`src/rtl/sss_pkg.sv`:
```
// Package: shared helpers for the pre-bias soft-start sequencer.
// Assumes: callers pass values that fit in 32 bits.
package sss_pkg;

    // Saturating decrement: v minus s, floored at zero.
    function automatic int unsigned dec_floor(input int unsigned v, input int unsigned s);
        return (v > s) ? (v - s) : 0;
    endfunction

    // Saturating increment: v plus one, capped at lim.
    function automatic int unsigned inc_cap(input int unsigned v, input int unsigned lim);
        return (v >= lim) ? lim : (v + 1);
    endfunction

endpackage

```
`src/rtl/sss_level.sv`:
```
// Module: soft-start level counter.
// Holds a digital level that replaces the start-up capacitor. While any hold
// input is present the level and its prescaler are zero and the block is
// disarmed. A PWM rising edge without hold arms it. Once armed, the level
// climbs by one every CHG_DIV clocks and saturates at full scale.
// Assumes: rise_i is a single-cycle edge pulse synchronous to clk.
module sss_level #(
    parameter int LVL_W   = 8,
    parameter int CHG_DIV = 64
) (
    input  logic             clk,
    input  logic             rst_n,
    input  logic             hold_i,
    input  logic             rise_i,
    output logic [LVL_W-1:0] lvl_o
);
    localparam int DW      = (CHG_DIV > 1) ? $clog2(CHG_DIV) : 1;
    localparam int LVL_MAX = (1 << LVL_W) - 1;

    logic [LVL_W-1:0] lvl_q;
    logic [DW-1:0]    div_q;
    logic             armed_q;
    logic             step_en;

    // Prescaler wrap marks a level step.
    assign step_en = (div_q == DW'(CHG_DIV - 1));

    // Arm on a clean edge; disarm on any hold.
    always_ff @(posedge clk) begin
        if (!rst_n)       armed_q <= 1'b0;
        else if (hold_i)  armed_q <= 1'b0;
        else if (rise_i)  armed_q <= 1'b1;
    end

    // Prescaler runs only while armed and not held.
    always_ff @(posedge clk) begin
        if (!rst_n || hold_i || !armed_q) div_q <= '0;
        else if (step_en)                 div_q <= '0;
        else                              div_q <= div_q + DW'(1);
    end

    // Level discharge on hold, charge by one on each prescaler wrap.
    always_ff @(posedge clk) begin
        if (!rst_n || hold_i)
            lvl_q <= '0;
        else if (armed_q && step_en)
            lvl_q <= LVL_W'(sss_pkg::inc_cap(32'(lvl_q), LVL_MAX));
    end

    assign lvl_o = lvl_q;


    lvl_mono_chk: assert property (@(posedge clk) disable iff (!rst_n)
        !hold_i |=> (lvl_q >= $past(lvl_q)));

    lvl_clear_chk: assert property (@(posedge clk) disable iff (!rst_n)
        hold_i |=> (lvl_q == '0));

    lvl_unarmed_chk: assert property (@(posedge clk) disable iff (!rst_n)
        !armed_q |-> (lvl_q == '0));
endmodule

```
`src/rtl/sss_ramp.sv`:
```
// Module: per-cycle ramp and freewheel window.
// The ramp holds RAMP_TOP while PWM is high. In the low phase it steps down
// by RAMP_STEP per clock, stopping at zero. The freewheel window is open in
// the low phase while the ramp is below the level's excess over onset.
// Assumes: gate_en_i already means lvl_i >= ONSET.
module sss_ramp #(
    parameter int LVL_W     = 8,
    parameter int ONSET     = 32,
    parameter int RAMP_TOP  = 100,
    parameter int RAMP_STEP = 1
) (
    input  logic             clk,
    input  logic             rst_n,
    input  logic             pwm_i,
    input  logic             gate_en_i,
    input  logic [LVL_W-1:0] lvl_i,
    output logic             fw_win_o
);
    localparam int RW = $clog2(RAMP_TOP + 1);
    localparam int CW = ((RW > LVL_W) ? RW : LVL_W) + 1;

    logic [RW-1:0]    ramp_q;
    logic [LVL_W-1:0] span;

    // Reload on high phase, decay on low phase.
    always_ff @(posedge clk) begin
        if (!rst_n || pwm_i) ramp_q <= RW'(RAMP_TOP);
        else                 ramp_q <= RW'(sss_pkg::dec_floor(32'(ramp_q), RAMP_STEP));
    end

    // Excess of the level above onset, zero below onset.
    always_comb begin
        span = gate_en_i ? (lvl_i - LVL_W'(ONSET)) : '0;
    end

    // Window opens once the ramp has fallen below the excess.
    assign fw_win_o = gate_en_i && !pwm_i && (CW'(ramp_q) < CW'(span));


    ramp_top_chk: assert property (@(posedge clk) disable iff (!rst_n)
        pwm_i |=> (ramp_q == RW'(RAMP_TOP)));

    ramp_dec_chk: assert property (@(posedge clk) disable iff (!rst_n)
        (!pwm_i && ramp_q != '0) |=> (ramp_q < $past(ramp_q)));
endmodule

```
`src/rtl/sss_dload.sv`:
```
// Module: dummy-load enable.
// Armed by a PWM rising edge once undervoltage has cleared. On while the
// level is below DL_TH. At or above DL_TH it counts PWM rising edges and
// releases after DL_HOLD of them.
// Assumes: lvl_i is the registered soft-start level.
module sss_dload #(
    parameter int LVL_W   = 8,
    parameter int DL_TH   = 200,
    parameter int DL_HOLD = 128
) (
    input  logic             clk,
    input  logic             rst_n,
    input  logic             uvlo_i,
    input  logic             rise_i,
    input  logic [LVL_W-1:0] lvl_i,
    output logic             dl_en_o
);
    localparam int HW = $clog2(DL_HOLD + 1);

    logic [HW-1:0] hold_q;
    logic          armed_q;
    logic          above;

    assign above = (lvl_i >= LVL_W'(DL_TH));

    // Arm on first edge after undervoltage clears.
    always_ff @(posedge clk) begin
        if (!rst_n || uvlo_i) armed_q <= 1'b0;
        else if (rise_i)      armed_q <= 1'b1;
    end

    // Reload below threshold, count edges down above it.
    always_ff @(posedge clk) begin
        if (!rst_n || !above)            hold_q <= HW'(DL_HOLD);
        else if (rise_i && hold_q != '0) hold_q <= hold_q - HW'(1);
    end

    assign dl_en_o = !uvlo_i && armed_q && (hold_q != '0);


    hold_stable_chk: assert property (@(posedge clk) disable iff (!rst_n)
        (above && !rise_i) |=> $stable(hold_q));

    dl_disarm_chk: assert property (@(posedge clk) disable iff (!rst_n)
        uvlo_i |=> !armed_q);
endmodule

```
`src/rtl/prebias_softstart.sv`:
```
// Module: pre-bias soft-start sequencer (top).
// Registers PWM for edge detection, merges the hold sources, and joins the
// level counter, the freewheel ramp and the dummy-load enable.
// Assumes: pwm_i is synchronous to clk and ONSET >= 1.
module prebias_softstart #(
    parameter int LVL_W     = 8,
    parameter int CHG_DIV   = 64,
    parameter int ONSET     = 32,
    parameter int RAMP_TOP  = 100,
    parameter int RAMP_STEP = 1,
    parameter int DL_TH     = 200,
    parameter int DL_HOLD   = 128
) (
    input  logic clk,
    input  logic rst_n,
    input  logic pwm_i,
    input  logic uvlo_i,
    input  logic flt_i,
    input  logic dis_i,
    output logic gate_en_o,
    output logic fw_win_o,
    output logic dl_en_o
);
    logic             pwm_q;
    logic             rise;
    logic             hold;
    logic [LVL_W-1:0] lvl;

    // Previous PWM sample for rising-edge detection.
    always_ff @(posedge clk) begin
        if (!rst_n) pwm_q <= 1'b0;
        else        pwm_q <= pwm_i;
    end

    assign rise    = pwm_i && !pwm_q;
    assign hold    = uvlo_i || flt_i || dis_i;
    assign gate_en_o = (lvl >= LVL_W'(ONSET));

    sss_level #(.LVL_W(LVL_W), .CHG_DIV(CHG_DIV)) u_level (
        .clk(clk), .rst_n(rst_n), .hold_i(hold), .rise_i(rise), .lvl_o(lvl));

    sss_ramp #(.LVL_W(LVL_W), .ONSET(ONSET), .RAMP_TOP(RAMP_TOP),
               .RAMP_STEP(RAMP_STEP)) u_ramp (
        .clk(clk), .rst_n(rst_n), .pwm_i(pwm_i), .gate_en_i(gate_en_o),
        .lvl_i(lvl), .fw_win_o(fw_win_o));

    sss_dload #(.LVL_W(LVL_W), .DL_TH(DL_TH), .DL_HOLD(DL_HOLD)) u_dload (
        .clk(clk), .rst_n(rst_n), .uvlo_i(uvlo_i), .rise_i(rise),
        .lvl_i(lvl), .dl_en_o(dl_en_o));


    gate_off_chk: assert property (@(posedge clk) disable iff (!rst_n)
        hold |=> !gate_en_o);

    uvlo_quiet_chk: assert property (@(posedge clk) disable iff (!rst_n)
        uvlo_i |=> (!fw_win_o && !dl_en_o));
endmodule

```
`config.mk`:
```
export PLATFORM = sky130hd
export DESIGN_NAME = prebias_softstart
export DESIGN_NICKNAME = d
export VERILOG_FILES = /design/src/rtl/sss_pkg.sv /design/src/rtl/sss_level.sv /design/src/rtl/sss_ramp.sv /design/src/rtl/sss_dload.sv /design/src/rtl/prebias_softstart.sv
export SDC_FILE = /design/constraint.sdc
export NUM_CORES = 1
export LEC_CHECK = 0
export ABC_AREA = 1
export BUFFER_PORTS_ARGS = -buffer_cell sky130_fd_sc_hd__buf_2
export CAP_MARGIN = 20
export CORE_UTILIZATION = 60
export CTS_CLUSTER_SIZE = 25
export DETAILED_ROUTE_END_ITERATION = 8
export GPL_TIMING_DRIVEN = 0
export PLACE_DENSITY = 0.86
export SKIP_LAST_GASP = 1
export SLEW_MARGIN = 25
export SYNTH_ARGS = -nofsm -noshare
export SYNTH_HDL_FRONTEND = slang
export SYNTH_SLANG_ARGS = --single-unit
```
`constraint.sdc`:
```
create_clock -name clk -period 2.5 [get_ports clk]
set_input_delay 0.25 -clock clk [delete_from_list [all_inputs] [get_ports clk]]
set_output_delay 0.25 -clock clk [all_outputs]
set_load 0.005 [all_outputs]
```
# Word level (Yosys, flattened, before mapping)
# Index checks and enable logic that the tools add are counted.
dict set report word_totals {
  regBits 32
  input_bits 6
  output_inout_bits 3
}
dict set report op_classes {
  add_sub_neg 5
  magnitude_cmp 5
  n_eq_ne 1
  n_mux 3
  bitwise_logic 2
  n_reduce_logical 24
}
# cell n
set op_table {}
lappend op_table {{$ge A8 B8 Y1 const B} 2}
lappend op_table {{$mux W8} 2}
lappend op_table {{$add A8 B1 Y8 const B} 1}
lappend op_table {{$ge A8 B6 Y1 const B} 1}
lappend op_table {{$lt A7 B8 Y1} 1}
lappend op_table {{$reduce_bool A8 Y1} 1}
lappend op_table {{$sub A8 B1 Y8 const B} 1}
lappend op_table {{$sub A8 B6 Y8 const B} 1}
lappend op_table {{$gt A7 B1 Y1 const B} 1}
lappend op_table {{$logic_and A1 B1 Y1} 7}
lappend op_table {{$logic_or A1 B1 Y1} 7}
lappend op_table {{$mux W7} 1}
lappend op_table {{$sub A7 B1 Y7 const B} 1}
lappend op_table {{$add A6 B1 Y6 const B} 1}
lappend op_table {{$eq A6 B6 Y1 const B} 1}
lappend op_table {{$logic_not A1 Y1} 6}
lappend op_table {{$reduce_or A2 Y1} 3}
lappend op_table {{$not A1 Y1} 2}

# Depth between registers and ports, before layout
# Gate-level depths: netlist (run 1).
dict set report logic_depth {
  depth_word 5
  depth_mapped 14
  mapped_depth_nobuf 14
}

# Cells and area by module
# From an unflattened synthesis (run 1), not the netlist that was laid out.
dict set report hier_totals {
  hier_cells 287
  hier_area_um2 1964.4
}
# mod n_inst cells_per_inst area_each_um2 seq_area_each_um2
set modules_own_cells {}
lappend modules_own_cells {sss_level 1 108 767.0 300.3}
lappend modules_own_cells {sss_ramp 1 87 611.8 140.1}
lappend modules_own_cells {sss_dload 1 81 525.5 180.2}
lappend modules_own_cells {prebias_softstart 1 11 60.1 20.0}

# Worst setup path after synthesis (run 1)
# OpenSTA, ideal clock, no wires.
dict set report synth_path {
  path_kind {reg-to-output}
  startpoint {register u_level.lvl_q[5] (netlist: u_level.lvl_o[5])}
  endpoint {output fw_win_o}
  arrival_time_ns 1.823
  path_slack_ns 0.427
  stages_incl_launch_ff 12
  n_path_buf 0
  path_cell_list {dfxtp_1 > ha_1 > nand2_1 > nor2_1 > nand2_1 > nand2_2 > inv_1 > or2_2 > ha_1 > nand4_1 > nand3_1 > a21oi_1}
}
dict set report synth_via {
  elab_chain_cells 4
  word_cells_on_any_way 6
  cone_classes {add/sub: 1; order compare: 2; mux: 1; reduce/logical: 2}
}
# element line
set synth_rtl {}
lappend synth_rtl {{start: declaration} sss_level.sv:20} ;# logic [LVL_W-1:0] lvl_q;
lappend synth_rtl {{start signal: assignment} sss_level.sv:47} ;# lvl_q <= LVL_W'(sss_pkg::inc_cap(32'(lvl_q), LVL_MAX));
lappend synth_rtl {{$ge A8 B6 Y1 (*)} prebias_softstart.sv:37} ;# assign gate_en_o = (lvl >= LVL_W'(ONSET));
lappend synth_rtl {{via gate_en_o} prebias_softstart.sv:20} ;# output logic gate_en_o,
lappend synth_rtl {{$mux W8} sss_ramp.sv:33} ;# span = gate_en_i ? (lvl_i - LVL_W'(ONSET)) : '0;
lappend synth_rtl {{$lt A7 B8 Y1} sss_ramp.sv:37} ;# assign fw_win_o = gate_en_i && !pwm_i && (CW'(ramp_q) < CW'(span));
lappend synth_rtl {{$logic_and A1 B1 Y1 (*)} sss_ramp.sv:37}
lappend synth_rtl {{end: declaration} prebias_softstart.sv:21} ;# output logic fw_win_o,
# The timed path passes the listed nets; every way through them passes the cells marked *.

# Worst setup path after layout (run 1)
dict set report layout_path {
  startpoint {register u_level.lvl_q[6] (netlist: u_level.lvl_o[6])}
  endpoint {output fw_win_o}
}
dict set report layout_via {
  elab_chain_cells 4
  word_cells_on_any_way 6
  cone_classes {add/sub: 1; order compare: 2; mux: 1; reduce/logical: 2}
}
# element line
set layout_rtl {}
lappend layout_rtl {{$sub A8 B6 Y8 or $ge A8 B6 Y1 (tied branches)} {sss_ramp.sv:33, prebias_softstart.sv:37}}
lappend layout_rtl {{$mux W8} sss_ramp.sv:33}
lappend layout_rtl {{$lt A7 B8 Y1} sss_ramp.sv:37}
lappend layout_rtl {{$logic_and A1 B1 Y1 (*)} sss_ramp.sv:37}
# Every way passes the cells marked *; elsewhere a longest branch is shown, timed or not.

==> flow_metrics.py, run 1 <==
metrics = {
    "synth": {
        "syn_inst": 259,
        "synth_nets": 281,
        "syn_area_per_cell_um2": 7.12,
        "yosysSeqAreaShare_pct": 34.8,
        "ys_ff_latch": 32,
        "synth.area.top_cells": "dfxtp_1, nand2_1, ha_1",
        "synth.distinct_cells": 25,
        "netlist_area_um2": 1840,
        "yosysWarnings": 0,
        "synth_top_cell_by_area": "dfxtp_1",
        "yosysTopAreaCellShare_pct": 34.8,
    },
    "drt": {
        "routedWlPerCell_um": 10.5,
        "vias_per_cell": 5.17,
        "drt_iter0_drc": 47,
        "first_pass_iters": 4,
        "num_vias": 1588,
        "ant_nets": 0,
        "drc": 0,
        "drt_wl_total_mm": 3.23,
    },
    "cells_and_area": {
        "drive_gt1_share_pct": 15.2,
        "area_delta_synth_final_pct": 11.6,
        "diodes": 0,
        "final_nets": 297,
        "n_fill_cell": 217,
        "multi_input_area_um2": 1090,
        "instances_no_fill": 307,
        "regArea_um2": 649,
    },
    "worst_setup_path": {
        "r2r_cells": 7,
        "worst-setup-path-type": "register to output port",
        "reg2reg_slack_ps": 880,
        "worstSetupStartpoint": "u_level.lvl_o[6]",
        "worstPathArrival_ps": 2160,
        "crit_fanout": 5,
        "r2r_end": "u_level.lvl_o[5]",
        "crit_path_end_kind": "output port",
        "crit_chain": "inv_4 > ha_4 > nand2_2 > nor2_2 > nand2_1 > nand2_2 > inv_2 > or2_4 > ha_4 > inv_2 > o21ai_1 > nor2_1 > nand3_1 > a21oi_2 > buf_2",
        "crit_slowest_cell": "dfxtp_4",
        "rr_startpoint": "u_level.div_q[0]",
        "start_kind": "register",
        "slowest_delay_ps": 380,
        "endpoint": "fw_win_o",
        "required_ps": 2250,
    },
    "clock_tree": {
        "numCtsBuffers": 5,
        "clock_latency_ps": 340,
        "clock_path_buffers": 2,
        "htree_num_levels": 2,
        "cts_root_buf": "clkbuf_4",
        "clkTransAtPathRegs_ps": 100,
        "cts_num_sinks": 32,
        "cts-hold-fix-buffers": 0,
        "cts_tree": "built",
    },
    "job": {
        "cap_violations": 0,
    },
    "sta": {
        "tightestPinTransition_ps": 422,
        "whs_ps": 139,
        "finalCritPeriodShare_pct": 96.3,
        "setup-violations-final": 0,
        "relSlewSlack_pct": 71.7,
        "hold_violations": 0,
        "clock_skew_ps": 11.7,
        "drv_slew": 0,
        "finalWorstSetupSlack_ps": 91.6,
        "rsz0062_at_grt": "yes",
        "layout_min_cycle_time_ps": 2410,
        "max_clock_freq_mhz": 415,
    },
    "power": {
        "seqPwrFrac_pct": 54.0,
        "power_density_nw_per_um2": 468,
        "p_leak_nw": 0.909,
        "power_w": 0.000962,
        "p_int_w": 0.000745,
        "p_sw_w": 0.000217,
        "p_sw_share_pct": 22.6,
        "ir_worst_vdd_mv": 0.365,
        "pwr-share-clk_pct": 40.2,
        "p_comb_share_pct": 5.7,
    },
    "grt": {
        "grt_pass1_wl_mm": 5.69,
        "grt_pass1_vias": 1459,
        "antenna_found_initial": 0,
        "track_usage_pct": 22.2,
        "grt_max_degree": 11,
        "overflow": 0,
    },
    "floorplanning": {
        "die-height_um": 57.4,
        "die_x_um": 57.4,
        "initial_core_util_pct": 65.1,
        "dieArea_um2": 3300,
        "io_pins": 9,
        "placement_rows": 19,
        "core-area_um2": 2830,
    },
    "placed_design": {
        "portBuffers": 8,
        "dpl_worst_slack_ps": 164,
        "dp.cells": 298,
        "dpl.hpwl_mm": 2.30,
        "gp_congestion": 0.873,
    },
    "min_path": {
        "hold_path.startpoint": "rst_n",
        "worstHoldPathType": "input port to register",
    },
    "outcome": {
        "status": "finished, final reports clean",
    },
}
critical path, delay by kind of cell, from the launching register on:
kind	cells	cell delay [ps]
DFF	1	380
adders and majority gates	2	280
and+or+nand+nor	7	720
AOI/OAI and AO/OA	2	170
buffers and inverters	4	270
through the flow:
stage / area, µm² / TNS, ps / util [%]
after floorplan: 1840 / 0 / -
after global placement: 1920 / 0 / 67.9
after detailed placement: 1920 / 0 / 67.9
after CTS: 2010 / 0 / 71.0
after global routing: 2060 / -61.9 / 72.7
final: 2060 / 0 / 72.7
state kept, by name (all words and copies together), names as in the netlist:
| signal | flops |
|---|---|
| u_level.div_q | 6 |
| u_dload.armed_q | 1 |
| u_level.armed_q | 1 |
| pwm_q | 1 |
| u_level.lvl_o | 8 |
| u_ramp.ramp_q | 7 |
| u_dload.hold_q | 8 |
cells in the mapped netlist:
master    number
o211ai_1       1
or2_1          2
nor2_2         1
nor3_2         3
dfxtp_1       32
or2_2          1
xor2_1        10
a21oi_1       19
nor3b_2        1
nor2_4         1
o21ai_0       16
nand2_2        2
inv_2          3
xnor2_1        1
nor4_4         1
a21boi_0       1
nor3_1         4
nor2_1        31
nand4_1        5
inv_1         36
ha_1          16
nand3_1        8
nand2_1       62
o31ai_1        1
o21ai_2        1
repair_timing:
action / in CTS / in global routing
setup buffers: 1 / 0
hold endpoints to repair: 0 / 0
gates resized for setup: 3 / 16
pin swaps: 0 / 8
setup endpoints to repair: 1 / 1
placed cells by master (no fill, tap or decap), types with 2 or more instances in the layout:
master	count
a21oi_1	18
buf_2	8
clkbuf_4	5
dfxtp_1	29
dfxtp_4	2
ha_1	14
ha_4	2
inv_1	32
inv_2	6
nand2_1	61
nand2_2	3
nand3_1	8
nand4_1	5
nor2_1	30
nor2_2	2
nor3_1	4
nor3_2	3
o21ai_0	15
or2_1	2
xor2_1	10
per-layer routing:
| metal | part of all wire (%) | track usage, % | up-vias |
|---|---|---|---|
| li1 | - | - | 858 |
| met1 | 48 | 27.0 | 698 |
| met3 | 3.5 | 5.22 | 7 |
| met4 | 1.9 | 12.2 | 0 |
| met5 | 0 | 0 | - |
| met2 | 46 | 36.0 | 25 |
cell type report:
cell class | count | area share, %
Inverter | 39 | 7.24
Tap cell | 31 | 1.89
Timing Repair Buffer | 9 | 2.49
Multi-Input combinational cell | 188 | 53.1
Sequential cell | 32 | 31.6
Clock buffer | 6 | 2.01
Clock inverter | 2 | 1.70
how the worst min path moves through the flow:
stage	end	slack [ps]	cells past startpoint
2_1_floorplan	pwm_q	340	2
3_3_place_gp	u_level.div_q[0]	430	1
3_5_place_dp	u_level.div_q[0]	450	1
4_1_cts	pwm_q	120	3
5_1_grt	pwm_q	120	3
6_report	pwm_q	140	3
power groups by stage:
stage          Combinational [W]  Sequential [W]  Clock (W)
6_report               0.0000552        0.000520   0.000387
5_1_grt                0.0000640        0.000521   0.000420
4_1_cts                0.0000549        0.000522   0.000395
3_5_place_dp           0.0000544        0.000533          0
3_3_place_gp           0.0000528        0.000533          0
2_1_floorplan          0.0000411        0.000532          0
kinds of logic after synthesis:
family / share of synthesized area, %
fa+ha+maj: 10.9
simple gates: 30.0
compound gates: 11.2
buf+inv: 7.94
xor+xnor: 5.23
flops: 34.8
Power figures use the tool's default switching activity.
==> run 2, diff against run 1 <==
--- a/config.mk
+++ b/config.mk
@@ -5,9 +5,7 @@
 export SDC_FILE = /design/constraint.sdc
 export NUM_CORES = 1
 export LEC_CHECK = 0
-export ABC_AREA = 1
 export BUFFER_PORTS_ARGS = -buffer_cell sky130_fd_sc_hd__buf_2
-export CAP_MARGIN = 20
 export CORE_UTILIZATION = 60
 export CTS_CLUSTER_SIZE = 25
 export DETAILED_ROUTE_END_ITERATION = 8
==> flow_metrics.py, run 2 <==
metrics = {
    "cells_and_area": {
        "drive_gt1_share_pct": 16.1,
        "diodes": 0,
        "design_area_um2": 1980,
        "area_delta_synth_final_pct": 13.6,
        "instances_no_fill": 254,
        "layout_commonest_cell": "dfxtp_1",
        "multi_input_area_um2": 1100,
        "regArea_um2": 646,
        "n_fill_cell": 219,
        "final_nets": 244,
        "layout_common_cells": "dfxtp_1, nor2_1, nand2_1, ha_1",
    },
    "drt": {
        "ant_nets": 0,
        "vias_per_cell": 5.86,
        "first_pass_iters": 4,
        "drt_iter0_drc": 38,
        "routedWlPerCell_um": 14.0,
        "drt_wl_total_mm": 3.56,
        "num_vias": 1489,
        "drc": 0,
    },
    "worst_setup_path": {
        "required_ps": 2250,
        "path_buf_inv": 3,
        "start_kind": "register",
        "crit_chain": "inv_4 > ha_4 > or4b_4 > o31ai_4 > buf_4 > nand2b_1 > ha_4 > a21oi_2 > o211ai_1 > a21oi_1 > buf_2",
        "path_delay_family": "compound AO/OA/AOI/OAI gates",
        "reg2reg_slack_ps": 650,
        "crit_fanout": 5,
        "cpMostUsedCell": "ha_4",
        "worst-setup-path-type": "register to output port",
        "rr_startpoint": "u_level.div_q[0]",
        "r2r_cells": 5,
        "crit_slowest_cell": "or4b_4",
        "slowest_delay_ps": 460,
        "r2r_end": "u_level.lvl_o[5]",
        "crit_path_end_kind": "output port",
        "worstPathArrival_ps": 2780,
    },
    "sta": {
        "rsz0062_at_grt": "yes",
        "max_clock_freq_mhz": 330,
        "hold_violations": 0,
        "layout_min_cycle_time_ps": 3030,
        "finalWorstSetupSlack_ps": -530,
        "clock_skew_ps": 13.0,
        "drv_slew": 0,
        "setup-violations-final": 1,
        "tightestPinTransition_ps": 562,
        "relSlewSlack_pct": 62.2,
        "whs_ps": 166,
        "finalCritPeriodShare_pct": 121,
    },
    "synth": {
        "synth.area.top_cells": "dfxtp_1, ha_1, nor2_1",
        "synth_ff_type": "dfxtp_1",
        "yosysSeqAreaShare_pct": 36.7,
        "synth_edf_count": 0,
        "synth.most_common_cell": "dfxtp_1",
        "yosysWarnings": 0,
        "synth_top_cell_by_area": "dfxtp_1",
        "netlist_area_um2": 1750,
        "yosysTopAreaCellShare_pct": 36.7,
        "synthTopCellsByCount": "dfxtp_1, nor2_1, ha_1, nand2_1, inv_1",
        "ys_ff_latch": 32,
        "async_reset_ff_share_pct": 0,
        "syn_area_per_cell_um2": 8.60,
        "syn_inst": 203,
        "synth_nets": 225,
        "synth.distinct_cells": 40,
    },
    "clock_tree": {
        "cts_tree": "built",
        "cts_num_sinks": 32,
        "htree_num_levels": 2,
        "cts_root_buf": "clkbuf_4",
        "numCtsBuffers": 5,
        "clock_path_buffers": 2,
        "clock_latency_ps": 340,
        "clkTransAtPathRegs_ps": 110,
    },
    "min_path": {
        "hold_depth": 2,
        "hold_end": "pwm_q",
        "hold_path.startpoint": "rst_n",
        "worstHoldPathType": "input port to register",
    },
    "grt": {
        "grt_max_degree": 11,
        "grt_pass1_wl_mm": 6.14,
        "track_usage_pct": 25.1,
        "overflow": 0,
        "antenna_found_initial": 0,
        "grt_pass1_vias": 1506,
    },
    "floorplanning": {
        "die_x_um": 55.9,
        "die-height_um": 55.9,
        "initial_core_util_pct": 63.3,
        "io_pins": 9,
        "placement_rows": 19,
        "core-area_um2": 2760,
        "dieArea_um2": 3130,
    },
    "outcome": {
        "status": "finished, violations left",
        "violations": "setup timing",
    },
    "power": {
        "p_leak_nw": 0.712,
        "ir_worst_vdd_mv": 0.431,
        "power_w": 0.000906,
        "power_density_nw_per_um2": 457,
    },
    "placed_design": {
        "dpl-instance-area_um2": 1830,
        "gp_congestion": 0.842,
        "dpl.hpwl_mm": 2.51,
        "dpl_worst_slack_ps": -291,
        "portBuffers": 8,
        "dp.cells": 242,
    },
    "job": {
        "cap_violations": 0,
    },
}
==> run 2: cell count changes in the layout (fill, tap and decap cells not counted), moves of 4 or more <==
| cell | before | now |
|---|---|---|
| nand2_1 | 61 | 15 |
| xor2_1 | 10 | 3 |
| nand2b_1 | 0 | 4 |
| nor3_1 | 4 | 8 |
| a21oi_1 | 18 | 8 |
| o21ai_0 | 15 | 4 |
| inv_2 | 6 | 0 |
| inv_1 | 32 | 11 |
| buf_4 | 0 | 5 |
| xnor2_1 | 1 | 11 |
==> run 2: cells by family after synthesis <==
kind of cell	count (synthesis)	synth area share, %
AOI/OAI and AO/OA	31	12.7
DFF	32	36.7
and+or+nand+nor	91	27.0
buffers and inverters	16	3.44
muxes	3	1.72
adders and majority gates	16	11.5
xor gates and xnor gates	14	7.03
==> run 2: how the worst max path moves through the flow <==
stage / end / from / slack, ps / cells past startpoint
2_1_floorplan: fw_win_o / u_level.lvl_o[6] / -20 / 10
3_3_place_gp: fw_win_o / u_level.lvl_o[4] / -290 / 10
3_5_place_dp: fw_win_o / u_level.lvl_o[6] / -290 / 11
4_1_cts: fw_win_o / u_level.lvl_o[6] / -460 / 11
5_1_grt: fw_win_o / u_level.lvl_o[6] / -640 / 11
6_report: fw_win_o / u_level.lvl_o[6] / -530 / 11
==> run 2: what timing repair did <==
action,CTS,global route
hold buffers,0,0
setup endpoints to repair,1,1
endpoints found under the hold margin,0,0
buffers inserted,4,1
pin swaps,7,7
gates cloned,0,0
gates resized for setup,7,3
==> run 2: routing by layer <==
layer | share of wire, % | wire (µm) | track usage, %
met5 | 0 | 0 | 0
met4 | 1.0 | 37 | 10.1
met3 | 3.2 | 113 | 8.60
met2 | 50 | 1770 | 43.2
met1 | 46 | 1640 | 28.4
==> run 2: final cells by class <==
class	count	area share [%]
clock buffers	6	2.59
inverters	12	2.40
plain buffers	3	0.568
well taps	31	1.96
flip-flops and latches	32	32.6
repair buffers	13	3.91
clock inverters	2	0.505
multi-input cells	155	55.5
==> run 2: where the power goes <==
part            total, W  internal, W  switching (W)
Combinational  0.0000609    0.0000304      0.0000305
Sequential      0.000524     0.000515     0.00000846
Clock           0.000321     0.000134       0.000188
Total           0.000906     0.000679       0.000227
==> run 2: through the flow <==
stage	utilization (%)	TNS, ps
2_1_floorplan	-	-19.6
3_3_place_gp	66.5	-288
3_5_place_dp	66.5	-291
4_1_cts	70.9	-457
5_1_grt	71.9	-644
6_report	71.9	-530
